==> config.mk <==
export PLATFORM = sky130hd
export DESIGN_NAME = scl_clk_div
export DESIGN_NICKNAME = d
export VERILOG_FILES = /design/src/rtl/scl_div_pkg.sv /design/src/rtl/scl_code_split.sv /design/src/rtl/scl_ratio_calc.sv /design/src/rtl/scl_phase_counter.sv /design/src/rtl/scl_clk_div.sv
export SDC_FILE = /design/constraint.sdc
export NUM_CORES = 1
export LEC_CHECK = 0
export ABC_AREA = 1
export BUFFER_PORTS_ARGS = -buffer_cell sky130_fd_sc_hd__buf_4
export CELL_PAD_IN_SITES_DETAIL_PLACEMENT = 0
export CELL_PAD_IN_SITES_GLOBAL_PLACEMENT = 1
export CORE_MARGIN = 8
export CORE_UTILIZATION = 44
export CTS_BUF_LIST = sky130_fd_sc_hd__clkbuf_2 sky130_fd_sc_hd__clkbuf_4 sky130_fd_sc_hd__clkbuf_8
export DETAILED_ROUTE_END_ITERATION = 8
export PLACE_DENSITY_LB_ADDON = 0.15
export SLEW_MARGIN = 20
export SYNTH_ARGS = -nofsm -noshare
export SYNTH_HDL_FRONTEND = slang
export SYNTH_SLANG_ARGS = --single-unit
==> constraint.sdc <==
create_clock -name clk_i -period 3.6 [get_ports clk_i]
set_clock_uncertainty 0.15 [all_clocks]
set_input_delay 0.18 -clock clk_i [delete_from_list [all_inputs] [get_ports clk_i]]
set_output_delay 0.18 -clock clk_i [all_outputs]
set_load 0.02 [all_outputs]
==> src/rtl/scl_div_pkg.sv <==
package scl_div_pkg;
  localparam int CODE_W = 6;
  localparam int IDX_W  = 3;
  localparam int EXP_W  = 3;

  typedef enum logic {VAR_BASE = 1'b0, VAR_DOUBLED = 1'b1} div_variant_e;

  // non-monotonic base table
  function automatic logic [4:0] base_entry(input logic [IDX_W-1:0] idx);
    case (idx)
      3'd0: base_entry = 5'd9;
      3'd1: base_entry = 5'd10;
      3'd2: base_entry = 5'd12;
      3'd3: base_entry = 5'd15;
      3'd4: base_entry = 5'd5;
      3'd5: base_entry = 5'd6;
      3'd6: base_entry = 5'd7;
      default: base_entry = 5'd8;
    endcase
  endfunction
endpackage

==> src/rtl/scl_code_split.sv <==
module scl_code_split
  import scl_div_pkg::*;
(
  input  logic [CODE_W-1:0] code_i,
  output logic [IDX_W-1:0]  idx_o,
  output logic [EXP_W-1:0]  exp_o
);
  assign idx_o = {code_i[5], code_i[1:0]};
  assign exp_o = code_i[4:2];
endmodule

==> src/rtl/scl_ratio_calc.sv <==
module scl_ratio_calc
  import scl_div_pkg::*;
#(
  parameter div_variant_e VARIANT = VAR_BASE,
  parameter int           RATIO_W = 16
) (
  input  logic [IDX_W-1:0]   idx_i,
  input  logic [EXP_W-1:0]   exp_i,
  output logic [RATIO_W-1:0] ratio_o
);
  localparam int TBL_SH  = (VARIANT == VAR_DOUBLED) ? 1 : 0;
  localparam int EXP_OFS = (VARIANT == VAR_DOUBLED) ? 4 : 1;

  logic [5:0]         tbl_val;
  logic [2:0]         corr_raw;
  logic [2:0]         corr_val;
  logic [6:0]         sum;
  logic [EXP_W:0]     shamt;

  assign tbl_val  = {1'b0, base_entry(idx_i)} << TBL_SH;
  assign corr_raw = 3'd6 >> exp_i;

  generate
    if (VARIANT == VAR_DOUBLED) begin : g_dbl
      assign corr_val = {corr_raw[2:1], 1'b0};
    end else begin : g_base
      assign corr_val = corr_raw;
    end
  endgenerate

  assign sum     = {1'b0, tbl_val} + {4'd0, corr_val};
  assign shamt   = {1'b0, exp_i} + (EXP_W+1)'(EXP_OFS);
  assign ratio_o = RATIO_W'(sum) << shamt;
endmodule

==> src/rtl/scl_phase_counter.sv <==
module scl_phase_counter #(
  parameter int RATIO_W = 16
) (
  input  logic               clk_i,
  input  logic               rst_ni,
  input  logic               en_i,
  input  logic [RATIO_W-1:0] ratio_i,
  output logic               tick_o,
  output logic               scl_o
);
  logic [RATIO_W-1:0] cnt_q;
  logic [RATIO_W-1:0] ratio_q;
  logic [RATIO_W-1:0] hi_len;
  logic [RATIO_W-1:0] lo_len;
  logic [RATIO_W-1:0] cur_len;
  logic               scl_q;

  assign hi_len  = ratio_q >> 1;
  assign lo_len  = ratio_q - hi_len;   // odd ratio lengthens low phase
  assign cur_len = scl_q ? hi_len : lo_len;
  assign tick_o  = en_i && (cur_len != '0) && (cnt_q == cur_len - 1'b1);
  assign scl_o   = scl_q;

  always_ff @(posedge clk_i or negedge rst_ni) begin
    if (!rst_ni) begin
      cnt_q   <= '0;
      ratio_q <= '0;
      scl_q   <= 1'b1;
    end else if (!en_i) begin
      cnt_q   <= '0;
      ratio_q <= ratio_i;
      scl_q   <= 1'b1;
    end else if (tick_o) begin
      cnt_q   <= '0;
      ratio_q <= ratio_i;   // reload only at a boundary
      scl_q   <= ~scl_q;
    end else begin
      cnt_q   <= cnt_q + 1'b1;
    end
  end
endmodule

==> src/rtl/scl_clk_div.sv <==
module scl_clk_div
  import scl_div_pkg::*;
#(
  parameter div_variant_e VARIANT = VAR_BASE,
  parameter int           RATIO_W = 16
) (
  input  logic               clk_i,
  input  logic               rst_ni,
  input  logic               en_i,
  input  logic [5:0]         code_i,
  output logic [RATIO_W-1:0] ratio_o,
  output logic               tick_o,
  output logic               scl_o
);
  logic [IDX_W-1:0] idx;
  logic [EXP_W-1:0] expo;

  scl_code_split u_split (
    .code_i (code_i),
    .idx_o  (idx),
    .exp_o  (expo)
  );

  scl_ratio_calc #(.VARIANT(VARIANT), .RATIO_W(RATIO_W)) u_calc (
    .idx_i   (idx),
    .exp_i   (expo),
    .ratio_o (ratio_o)
  );

  scl_phase_counter #(.RATIO_W(RATIO_W)) u_cnt (
    .clk_i   (clk_i),
    .rst_ni  (rst_ni),
    .en_i    (en_i),
    .ratio_i (ratio_o),
    .tick_o  (tick_o),
    .scl_o   (scl_o)
  );
endmodule

### After elaboration in Yosys (flattened, before gate mapping)

Cells that the tools add are included.
Widths: inputs -> output; s select.

* register bits: 33
* input port bits: 9
* logic and storage cells: 31

* $add $sub $neg: 5
* eq/ne operators: 8
* shift-type cells: 2
* multiplexer cells: 8
* bitwise operators: 1
* reduce and logical (&&, ||, !) cells: 4

Operators by type and width (count)
* $mux 16: 5
* $pmux 4 s7: 1
* $add 16x1->16 const B: 1
* $eq 16x16->1: 1
* $reduce_bool 16->1: 1
* $shl 7x4->16: 1
* $sub 16x1->16 const B: 1
* $sub 16x15->16: 1
* $eq 3x3->1 const B: 3
* $eq 3x2->1 const B: 2
* $add 4x3->5: 1
* $add 3x1->4 const B: 1
* $eq 3x1->1 const B: 1
* $logic_not 3->1: 1
* $shr 3x3->3 const A: 1
* $logic_and 1x1->1: 2
* $mux 1: 2
* $ne 2x1->1 const B: 1
* $not 1->1: 1

### Longest topological paths before layout

* depth in word-level cells: 7
* mapped depth: 27
* gate-level depth less buffers: 26

### By module

A second synthesis with hierarchy kept.

* cells, all modules: 698
* area, all modules: 3982.6 um^2

By module, submodules not included
* scl_phase_counter: times used 1, cells each 586, area an instance 3404.5 um^2, seq. area each 827.0 um^2
* scl_ratio_calc: times used 1, cells each 106, area an instance 533.0 um^2, seq. area each 0.0 um^2
* scl_code_split: times used 1, cells each 6, area an instance 45.0 um^2, seq. area each 0.0 um^2

### Least setup slack after synthesis

No wires, ideal clock.

* path type: register to output
* start: register u_cnt.ratio_q[1]
* end: output tick_o
* arrival: 2.935 ns
* required time: 3.270 ns
* slack: 0.335 ns
* cell stages (with the launch flop): 23
* buffers on the path: 1
* cells stage by stage: dfrtp_1 > ha_1 > fa_1 > nand2_1 > o21ai_2 > ha_1 > inv_1 > nor2_1 > nand3_2 > inv_2 > nand2_2 > nor2_2 > nand2_2 > nor2_4 > nand2_1 > nand2_1 > nand2_1 > clkinv_1 > nand3_2 > nor2_4 > nand2_8 > buf_2 > inv_1

* longest elaborated chain between the ends: 5
* elaborated cells between the ends (all ways): 7
* classes of those cells: add/sub (2); eq/ne (1); mux (1); reduce/logical (3)

RTL lines
* from (decl): line scl_phase_counter.sv:12 `logic [RATIO_W-1:0] ratio_q;`
* from (signal assigned): line scl_phase_counter.sv:31 `ratio_q <= ratio_i;`
* from (signal assigned): line scl_phase_counter.sv:35 `ratio_q <= ratio_i;`
* $sub 16x15->16: line scl_phase_counter.sv:19 `assign lo_len = ratio_q - hi_len;`
* $mux 16 *: line scl_phase_counter.sv:20 `assign cur_len = scl_q ? hi_len : lo_len;`
* $sub 16x1->16 / $reduce_bool 16->1 (equally long branches): line scl_phase_counter.sv:21 `assign tick_o = en_i && (cur_len != '0) && (cnt_q == cur_len - 1'b1);`
* $eq 16x16->1 / $logic_and 1x1->1 (equally long branches): line scl_phase_counter.sv:21
* $logic_and 1x1->1 *: line scl_phase_counter.sv:21
* to (decl): line scl_clk_div.sv:12 `output logic tick_o,`

Mark *: on every way between the ends. The rest lies on a longest branch, timed or not.

### Final worst setup path

* start: register u_cnt.ratio_q[0]
* end: output tick_o

* longest elaborated chain between the ends: 5
* elaborated cells between the ends (all ways): 7
* classes of those cells: add/sub (2); eq/ne (1); mux (1); reduce/logical (3)

RTL lines (line)
* $sub 16x15->16 *: scl_phase_counter.sv:19
* $mux 16 *: scl_phase_counter.sv:20
* $sub 16x1->16 / $reduce_bool 16->1 (equally long branches): scl_phase_counter.sv:21
* $eq 16x16->1 / $logic_and 1x1->1 (equally long branches): scl_phase_counter.sv:21
* $logic_and 1x1->1 *: scl_phase_counter.sv:21

Marks and branches as above.

==> metrics.txt <==
PwrDens=391.3 nW/um^2; Syn. warnings=0; num rows=35; Yosys reg bits=33; Finished Core Util=50.61%; final worst-path cycle share=97.52%; Worst Reg-to-Reg Cells=22; average vias per placed instance=5.006; Max Fclk=0.2848 GHz; Final Hold Viols=0; PortBufs=26; DR pass1 iterations=5; Post-Place Worst Slack=40.85 ps; Worst VDD drop=0.1846 mV; cell-by-cell trace of the critical path=inv_1 > ha_2 > fa_1 > nand2_1 > o21ai_2 > ha_2 > xor2_1 > nand3_1 > a21oi_1 > nand3_1 > nor2_1 > nand3_1 > nor2_1 > nand3_2 > nor2_4 > nand2_8 > inv_4 > buf_6; Non-Filler Instances=852; clock buffer count from CTS=5; worst r2r src=u_cnt.ratio_q[1]; CTS tree=yes; Post-Synth Adder-Cell Area=7.787%; HP Class=in -> reg; vias in the first global route=4111; WL final=11300 um; total die area=12530 sq um; initial antenna violation count=0; critical path depth=18; Compound-Gate Fraction of Synth Area=4.604%; setup ws final=89.24 ps; share of post-route cells with drive strength above 1=14.30%; status=finished clean; cells after synthesis=707; drt drc=0; Initial Utilization=44.67%; post-synth net total=740; Area growth, synth to finish=13.32%; clock slew at reported path FFs=90 ps; Final #Nets=773; XOR/XNOR Fraction of Synth Area=2.379%; Slew @ Worst Pin=587.3 ps; R2R Path End=u_cnt.ratio_q[4]; first-pass GRT wire length=19230 um; RSZ-0062 raised after global routing=yes; largest family of logic cells by synthesized area=simple AND/OR/NAND/NOR gates; Pins Over Slew Limit=0; RD Place Congestion=0.8764; Post-Syn Area=4049 sq um; largest net degree at the start of global routing=34; DP HPWL=8847 um; total clock sinks=33; Iter 0 DRT Violations=308; Worst EP required=3270 ps; worst-path maximum fanout=2; Top cell by count, worst path=nand3_1; I/O Pins=27; Leakage=2.554 nW; Min Hold Slack=103.8 ps; post-synthesis sequential area ratio=20.43%; min cycle time layout=3511 ps; mean routed wirelength per cell=13.27 um; Critical Path Slowest Stage Cell=fa_1; Crit path max-delay family=simple AND/OR/NAND/NOR gates; Placed Cells=834; post-synthesis mux area share=0.4944%; Skew-Pair Late Insertion Delay=300 ps; Mean Syn Cell Area=5.727 sq um; reg2reg setup slack=160 ps; clk buf depth=2; Setup Total Neg Slack=0 ps; CTS root buf=clkbuf_8; Synth Area in Simple Gates=50.90%; die width=111.9 um; max_cap viols=0; GRT Overall Usage=18.55%; Worst path max stage delay=410 ps; kind of critical path=reg -> out; count of cell types in the netlist=38; diode count=0; hold path startpoint=en_i; GR Overflow Total=0; Final ANT Viol Nets=0; DR vias=4265; Slew HR=60.57%; area of the core=9065 sq um; critical path data arrival time=3180 ps; Buf/Inv on CP=3; worst hold path endpoint=u_cnt.scl_o; CP Launch Type=flop; Die Ht=111.9 um; Finish-stage setup viols=0; H-tree level count=2; Critical Path End Type=primary output; worst hold path depth=2
## stage by stage
step / power, mW / cell area, sq um
floorplan: 1.193 / 4049
global placement: 1.403 / 4315
detailed placement: 1.417 / 4315
CTS: 1.745 / 4457
global route: 1.978 / 4588
finish: 1.795 / 4588
## placed cells by master, fill, tap and decap left out, types with 8 or more instances in the layout
cell type  count
o21ai_0       13
nand2_2       12
inv_1        109
nand2_1      253
ha_1          19
inv_2         12
nand3_2        8
buf_4         33
xor2_1         8
nand3_1       90
a21oi_1        9
nor2_1        77
dfrtp_1       27
## where the power goes
part           leakage (nW)  internal (mW)  total, mW  switching, mW
Combinational          2.08          0.373       1.06          0.690
Clock                0.0364          0.136      0.307          0.171
Sequential            0.438          0.394      0.425         0.0309
Total                  2.55          0.903       1.80          0.892
## synthesized netlist by cell type (all sizes together)
cell type    n  area (sq um)
dfrtp       32         800.8
a31oi        1         6.260
clkinv       2         7.510
nand3b       3         22.52
a21oi       10         50.05
o21ai       16         95.09
dfstp        1         26.28
xnor2        3         26.28
or2          1         6.260
o32ai        1         8.760
and2         1         6.260
nor3         4         20.02
mux2i        2         20.02
clkbuf       2         7.510
nand2      268          1056
o22ai        3         18.77
buf          9         67.55
o31ai        1         7.510
xor2         8         70.07
fa           2         40.04
ha          22         275.3
nor2        87         371.6
inv        122         460.5
nand3      100         540.5
nand4        6         37.54
## timing repair
item / 4_1_cts / 5_1_grt
buffers inserted: 3 / 5
gates resized for setup: 7 / 25
pin swaps: 4 / 11
endpoints found under the setup margin: 1 / 33
hold endpoints to repair: 32 / 0
cloned: 0 / 1
hold buffers: 1 / 0
## sequential cells by signal, summed over array words and instances (netlist names)
name,count
u_cnt.cnt_q,16
u_cnt.scl_o,1
u_cnt.ratio_q,16
## layer usage
layer	up-vias	GRT usage [%]	routed length [um]
met4	0	3.555	112
met1	1934	24.03	5570
met2	65	31.42	5195
li1	2257	-	-
met3	9	3.409	425
met5	-	0	0
## cells by family after synthesis
logic type      count (synthesis)
compound gates                 32
flops                          33
fa+ha+maj                      24
buf+inv                       135
xor+xnor                       11
simple gates                  470
mux                             2
## area by class of cell
class,instances,area (sq um)
clock buffers,5,68.82
clock inverters,3,22.52
fillers,951,4477
inverters,124,470.5
multi-input cells,540,2770
flip-flops and latches,33,833.3
well taps,111,138.9
repair buffers,36,284.0
## worst max-delay path by stage
| stage | slack, ps | to | from |
|---|---|---|---|
| after detailed placement | 40 | u_cnt.ratio_q[1] | u_cnt.ratio_q[1] |
| after CTS | 7 | u_cnt.ratio_q[1] | u_cnt.ratio_q[1] |
| final | 90 | tick_o | u_cnt.ratio_q[0] |
| after global placement | 160 | u_cnt.ratio_q[1] | u_cnt.ratio_q[1] |
| after floorplan | 340 | tick_o | u_cnt.ratio_q[1] |
| after global routing | -110 | tick_o | u_cnt.ratio_q[0] |
Note: power is estimated with default switching activity, not from simulation.
